$ cat src/rtl/pwr_access_gate.sv
module pwr_access_gate #(
  parameter int TREC = 16
) (
  input  logic clk,
  input  logic rst_n,
  input  logic supply_good,
  input  logic ref_tick,
  input  logic osc_enabled,
  input  logic chain_reset,
  input  logic host_cs,
  input  logic host_rd,
  input  logic host_wr,
  output logic core_cs,
  output logic core_rd,
  output logic core_wr,
  output logic bus_oe,
  output logic core_tick,
  output logic osc_en_set,
  output logic access_ok
);
  localparam int CW = $clog2(TREC + 1);

  typedef enum logic [1:0] {S_OFF, S_WAIT, S_ON} st_t;

  st_t st;
  logic [CW-1:0] cnt;
  logic osc_set_q;

  always_ff @(posedge clk or negedge rst_n) begin
    if (!rst_n) begin
      st        <= S_OFF;
      cnt       <= '0;
      osc_set_q <= 1'b0;
    end else begin
      osc_set_q <= 1'b0;
      if (!supply_good) begin
        st  <= S_OFF;
        cnt <= '0;
      end else begin
        case (st)
          S_OFF: begin
            cnt <= '0;
            if (!osc_enabled) begin
              st        <= S_ON;
              osc_set_q <= 1'b1;
            end else begin
              st <= S_WAIT;
            end
          end
          S_WAIT: begin
            if (chain_reset) cnt <= '0;
            else if (ref_tick) begin
              if (cnt == CW'(TREC - 1)) st <= S_ON;
              else cnt <= cnt + 1'b1;
            end
          end
          default: ;
        endcase
      end
    end
  end

  assign access_ok  = (st == S_ON) && supply_good;
  assign core_cs    = host_cs && access_ok;
  assign core_rd    = core_cs && host_rd;
  assign core_wr    = core_cs && host_wr;
  assign bus_oe     = core_rd;
  assign core_tick  = ref_tick;
  assign osc_en_set = osc_set_q;
endmodule


$ cat config.mk
export PLATFORM = sky130hd
export DESIGN_NAME = pwr_access_gate
export DESIGN_NICKNAME = d
export VERILOG_FILES = /design/src/rtl/pwr_access_gate.sv
export SDC_FILE = /design/constraint.sdc
export NUM_CORES = 1
export LEC_CHECK = 0
export BUFFER_PORTS_ARGS = -buffer_cell sky130_fd_sc_hd__buf_2
export CORE_AREA = 2 2 39 41
export DETAILED_ROUTE_END_ITERATION = 8
export DIE_AREA = 0 0 41 43
export REMOVE_ABC_BUFFERS = 1
export SYNTH_ARGS = -nofsm -noshare
export SYNTH_HDL_FRONTEND = slang
export SYNTH_SLANG_ARGS = --single-unit
$ cat constraint.sdc
create_clock -name clk -period 2.75 [get_ports clk]
set_clock_uncertainty 0.2 [all_clocks]
set_input_delay 0.1375 -clock clk [delete_from_list [all_inputs] [get_ports clk]]
set_output_delay 0.1375 -clock clk [all_outputs]
set_load 0.05 [all_outputs]
==> results.toml, run 1 <==
[run_status]
status = "completed"

[yosys]
ys_seq_area_frac = 0.419
synth-seq-cells = 8
ys.flop_type = "dfrtp_1"
syn_area_per_cell_sq_um = 10.2
synth_common_cells = "dfrtp_1, nor2b_1, and3_1"
synthesis.instances = 47
netlist_area_sq_um = 478
ys_types = 29
yosysWarnings = 0
synth_top_area_frac = 0.419
synth-edff-count = 0
synth.most_common_cell = "dfrtp_1"
yosysTopAreaCell = "dfrtp_1"
synthTopCellsByArea = "dfrtp_1, nor2b_1, ha_1, and3_1, buf_4"
async_reset_ff_frac = 1.00

[floorplan]
die_area_sq_um = 1760
pin_count = 16
die_h_microns = 43
dieWidth_microns = 41
core_area_sq_um = 1380
start_util = 0.345
num_rows = 14

[critical_path]
rr_worst_depth = 7
cpMostUsedCell = "ha_1"
slowest_stage = "or4_1"
cp_cell_sequence = "ha_1 > and3_1 > ha_1 > nor2b_4 > nand4_1 > or4_1 > a21boi_1"
cpPeakStageDelay_ns = 0.46
critPathRequiredTime_ns = 2.72
critPathLaunchType = "flip-flop"
cp.arrival_ns = 2.16
criticalPathCategory = "flip-flop to flip-flop"
worstReg2RegStart = "cnt[0]"
reg2reg_to = "cnt[3]"
critPathCaptureType = "flip-flop"
worst-path-max-fanout = 4
ff2ff_setup_slack_ns = 0.56

[layout]
nets = 77
design_area_sq_um = 597
drive_gt1_frac = 0.313
areaGrowthSynthToFinish_pct = 24.9
fill_cells = 142
diodes = 0

[global_route]
antenna_found_initial = 0
grt_pass1_wl_mm = 1.57
grt.overflow.total = 0
global_route.usage.total = 0.131
grt_pass1_vias = 369
grt_max_degree = 11

[clock_network]
cts_root_buf = "clkbuf_4"
h-tree-depth = 1
cts_sinks = 8
clk_latency_ns = 0.25
cts_buffer_depth = 2
cts_made_buffers = 3
clkTransAtPathRegs_ns = 0.05
cts_resized = 0
cts_tree = "done"

[placed_design]
numPortBuffers = 15
gp_congestion = 0.686
place_area_sq_um = 554
dp_hpwl_microns = 711
dp_slack_ns = 0.550

[hold_path]
hold_path_end = "st[1]"
min_path_type = "primary input to flip-flop"
hp-start = "supply_good"
hold_depth = 2

[sta]
setup_viol = 0
clock.fmax_mhz = 457
hold_viol = 0
rsz0062_at_grt = "no"
whs_ns = 0.0148
slew_violations = 0
min_period_ns = 2.19
slew_headroom = 0.776
tightest_slew_ns = 0.333
finalCritPeriodShare = 0.796
setup-tns-final_ns = 0
fin_ws_ns = 0.561

[route]
ant_nets = 0
vias = 412
drt_first_pass_iters = 4
vias_per_cell = 5.15
wl_microns = 930
wl_per_cell_microns = 11.6
drt_iter0_markers = 7
drc = 0

[run]
max-cap-violations = 0

[power_and_ir_drop]
peakVddDrop_v = 0.000224
powerDensity_nw_per_um2 = 437
p_leak_nw = 0.302
## critical path, delay by kind of cell (launching register included)
family                   cells  cell delay (ns)
AO/OA/AOI/OAI                1             0.14
adder cells (fa/ha/maj)      2             0.47
flip-flops                   1             0.41
AND/OR/NAND/NOR              4             0.89
## how the worst max path moves through the flow
stage | cells after the start | from | end
after floorplan | 2 | st[0] | bus_oe
after global placement | 7 | cnt[0] | cnt[3]
after detailed placement | 7 | cnt[0] | cnt[3]
after CTS | 7 | cnt[0] | cnt[3]
after global routing | 7 | cnt[0] | cnt[3]
final | 7 | cnt[0] | cnt[3]
## metal layers
layer	vias up	GRT usage	routed length (microns)
li1	211	-	-
met1	192	0.183	475
met2	7	0.175	413
met3	2	0.0314	37
met4	0	0.0800	4
met5	-	0	0
## report_power, final
| part | total (mW) | internal, mW | leakage (nW) | switching [mW] |
|---|---|---|---|---|
| Clock | 0.0871 | 0.0498 | 0.0138 | 0.0373 |
| Combinational | 0.0462 | 0.0174 | 0.179 | 0.0288 |
| Sequential | 0.127 | 0.122 | 0.109 | 0.00566 |
| Total | 0.261 | 0.189 | 0.302 | 0.0718 |
## layout make-up
type | instances | area (sq um) | share of cell area
multi-input combinational | 35 | 255 | 0.428
tap | 16 | 20.0 | 0.0335
clock buffer | 3 | 22.5 | 0.0377
timing repair buffer | 17 | 95.1 | 0.159
sequential | 8 | 200 | 0.335
inverter | 1 | 3.75 | 0.00629
## registers in the layout (all words and copies together) (netlist names)
| name | cells |
|---|---|
| cnt | 5 |
| st | 2 |
| osc_en_set | 1 |
## placed cells by master, fill, tap and decap left out, types with 2 or more instances in the layout
cell,netlist,routed
buf_2,0,15
dfrtp_1,8,8
nor2b_1,5,5
and3_1,3,3
clkbuf_4,0,3
nand2b_1,2,2
nor3_1,2,2
a21oi_1,2,2
ha_1,2,2
dlygate4sd3_1,0,2
## kinds of logic after synthesis
logic type,count (synthesis),share of synthesized area
flops,8,0.419
compound gates,9,0.131
mux,1,0.0209
buf+inv,4,0.0471
fa+ha+maj,2,0.0523
simple gates,23,0.330
## through the flow
stage | power, mW | instances | utilization
floorplan | 0.154 | 44 | -
global placement | 0.173 | 75 | 0.401
detailed placement | 0.174 | 75 | 0.401
CTS | 0.263 | 80 | 0.431
global route | 0.279 | 80 | 0.431
finish | 0.261 | 80 | 0.431
## what timing repair did
item / in CTS / in global routing
setup endpoints to repair: 0 / 0
buffers inserted: 0 / 0
endpoints found under the hold margin: 9 / 0
hold buffers: 2 / 0
No activity file was read; power rests on OpenSTA's default activity.
==> run 2: changes to the inputs <==
--- a/config.mk
+++ b/config.mk
@@ -5,6 +5,7 @@
 export SDC_FILE = /design/constraint.sdc
 export NUM_CORES = 1
 export LEC_CHECK = 0
+export ABC_AREA = 1
 export BUFFER_PORTS_ARGS = -buffer_cell sky130_fd_sc_hd__buf_2
 export CORE_AREA = 2 2 39 41
 export DETAILED_ROUTE_END_ITERATION = 8
==> constraint.sdc (replaced) <==
create_clock -name clk -period 2.05 [get_ports clk]
set_clock_uncertainty 0.2 [all_clocks]
set_input_delay 0.1025 -clock clk [delete_from_list [all_inputs] [get_ports clk]]
set_output_delay 0.1025 -clock clk [all_outputs]
set_load 0.05 [all_outputs]
==> run 2 against run 1 <==
  * Setup slack got worse by 0.36 ns
  * Largest power group unchanged
  * Critical path depth unchanged
  * Combinational power increased by 120%
  * Non-clock buffer count increased by 2
  * Core utilization increased by 1.9 points
  * Largest cell class unchanged
  * Sequential share of layout area decreased by 1.4 points
  * Area after synthesis increased by 0.52%
  * Wire length decreased by 0.65%
  * Total power increased by 54%
  * Count of clock-buffer cells in the layout unchanged
  * Clock power increased by 40%
==> results.toml, run 2 <==
[run_status]
status = "completed"

[yosys]
yosysTopAreaCell = "dfrtp_1"
synth-seq-cells = 8
synthesis.instances = 67
netlist_area_sq_um = 480
ys_seq_area_frac = 0.417
synth_top_area_frac = 0.417
async_reset_ff_frac = 1.00
ys_types = 15
synthTopCellsByArea = "dfrtp_1, nand2_1, inv_1, nand3_1, ha_1"
syn_area_per_cell_sq_um = 7.17
synth-edff-count = 0
synth_common_cells = "nand2_1, inv_1, dfrtp_1, nand3_1, nor2_1"
yosysWarnings = 0
ys.flop_type = "dfrtp_1"
synth.most_common_cell = "nand2_1"

[clock_network]
cts_root_buf = "clkbuf_4"
clk_latency_ns = 0.26
cts_sinks = 8
clkTransAtPathRegs_ns = 0.05
cts_hold_buf = 4
cts_tree = "done"
cts_made_buffers = 3
cts_resized = 0
post_cts_buffers = 0
cts_buffer_depth = 2
h-tree-depth = 1

[global_route]
global_route.usage.total = 0.132
grt_pass1_vias = 404
grt_max_degree = 9
antenna_found_initial = 0
grt_pass1_wl_mm = 1.50
grt.overflow.total = 0

[power_and_ir_drop]
combPwrFrac = 0.253
powerDensity_nw_per_um2 = 644
p_leak_nw = 0.345
sw_frac_of_total = 0.338
clkPwrFrac = 0.305
internal-power_mw = 0.266
peakVddDrop_v = 0.000336
switchingPower_mw = 0.136
p_seq_frac = 0.443

[route]
wl_per_cell_microns = 8.97
highest_layer = "met4"
drt_first_pass_iters = 4
wl_met2_microns = 416
wl_microns = 924
vias = 449
drt_iter0_markers = 7
ant_nets = 0
dr_wl_met3_microns = 23
drc = 0
vias_per_cell = 4.36
wl_met1_microns = 465

[sta]
fin_ws_ns = 0.198
slew_headroom = 0.835
setup-tns-final_ns = 0
slew_violations = 0
hold_viol = 0
rsz0062_at_grt = "no"
min_period_ns = 1.85
clock.fmax_mhz = 540
setup_viol = 0
tightest_slew_ns = 0.249
finalCritPeriodShare = 0.904

[placed_design]
dp_slack_ns = 0.336
numPortBuffers = 15
gp_congestion = 0.793
dp_hpwl_microns = 717

[layout]
areaGrowthSynthToFinish_pct = 29.7
final_common_cell = "nand2_1"
diodes = 0
largest-register = "cnt"
fin_util = 0.450
final_cell_mix = "nand2_1, buf_2, inv_1, dfrtp_1, nand3_1"
drive_gt1_frac = 0.241
largest_register_ffs = 5
nets = 100

[critical_path]
critPathCaptureType = "output port"
slowest_stage = "dlygate4sd3_1"
cpPeakStageDelay_ns = 0.52
worst-path-max-fanout = 7
ff2ff_setup_slack_ns = 0.33
critPathRequiredTime_ns = 1.75
cp_cell_sequence = "dlygate4sd3_1 > buf_2 > nand2_1 > nor2_1 > nand2_1 > nor2_1 > buf_2"
criticalPathCategory = "primary input to output port"
critPathLaunchType = "primary input"
cp.arrival_ns = 1.55

[floorplan]
pin_count = 16
start_util = 0.347
die_area_sq_um = 1760
die_h_microns = 43
core_area_sq_um = 1380
num_rows = 14
dieWidth_microns = 41

[run]
max-cap-violations = 0

[hold_path]
min_path_type = "primary input to asynchronous set/reset pin"
==> run 2: cell count changes in the layout (fill, tap and decap cells not counted), moves of 2 or more <==
cell,before,now
nand2b_1,2,0
o21ai_1,0,4
nand2_2,0,2
nand3_1,0,6
nor2_1,1,5
dlygate4sd3_1,2,4
and3_1,3,0
inv_1,1,14
a21oi_1,2,0
nand2_1,1,17
nor2b_1,5,0
==> run 2: metrics by stage <==
step                      power [mW]  cells  area [sq um]  hold slack, ns
after detailed placement       0.275     96           561          -0.239
after global placement         0.275     96           561          -0.237
after CTS                      0.406    103           623          0.0168
final                          0.401    103           623          0.0180
after global routing           0.427    103           623          0.0369
after floorplan                0.242     65           465          -0.393
==> run 2: path summary, 6_finish.rpt <==
kind	from	cells past startpoint	endpoint
setup / recovery	supply_good	7	bus_oe
hold / removal	rst_n	2	osc_en_set
setup reg to reg	cnt[0]	10	cnt[3]
hold reg to reg	cnt[4]	2	cnt[4]
max in group asynchronous	rst_n	2	cnt[0]
min in group clk	chain_reset	6	cnt[2]
==> run 2: layout make-up <==
class | instances | area, sq um
fillers | 138 | 761
multi-input cells | 43 | 213
flip-flops and latches | 8 | 200
repair buffers | 19 | 115
inverters | 14 | 52.6
clock buffers | 3 | 22.5
well taps | 16 | 20.0
==> run 2: critical path, delay by kind of cell <==
kind,cells,cell delay [ns]
buffers and inverters,3,0.95
AND/OR/NAND/NOR,4,0.48
==> run 2: routing by layer <==
layer,track usage,up-vias
met1,0.157,193
li1,-,247
met4,0.120,0
met5,0,-
met3,0.0314,2
met2,0.184,7
==> run 2: kinds of logic (layout without fill, tap and decap cells) <==
group	after synthesis	in the layout	synth area share
flops	8	8	0.417
fa+ha+maj	2	2	0.0521
simple gates	34	34	0.310
buf+inv	16	36	0.141
xor+xnor	1	1	0.0182
compound gates	6	6	0.0625
==> run 2: power groups by stage <==
stage               sequential, mW  combinational (mW)  clock, mW
floorplan                    0.185              0.0574          0
global placement             0.180              0.0950          0
detailed placement           0.180              0.0954          0
CTS                          0.177               0.102      0.127
global route                 0.178               0.111      0.137
finish                       0.178               0.101      0.122
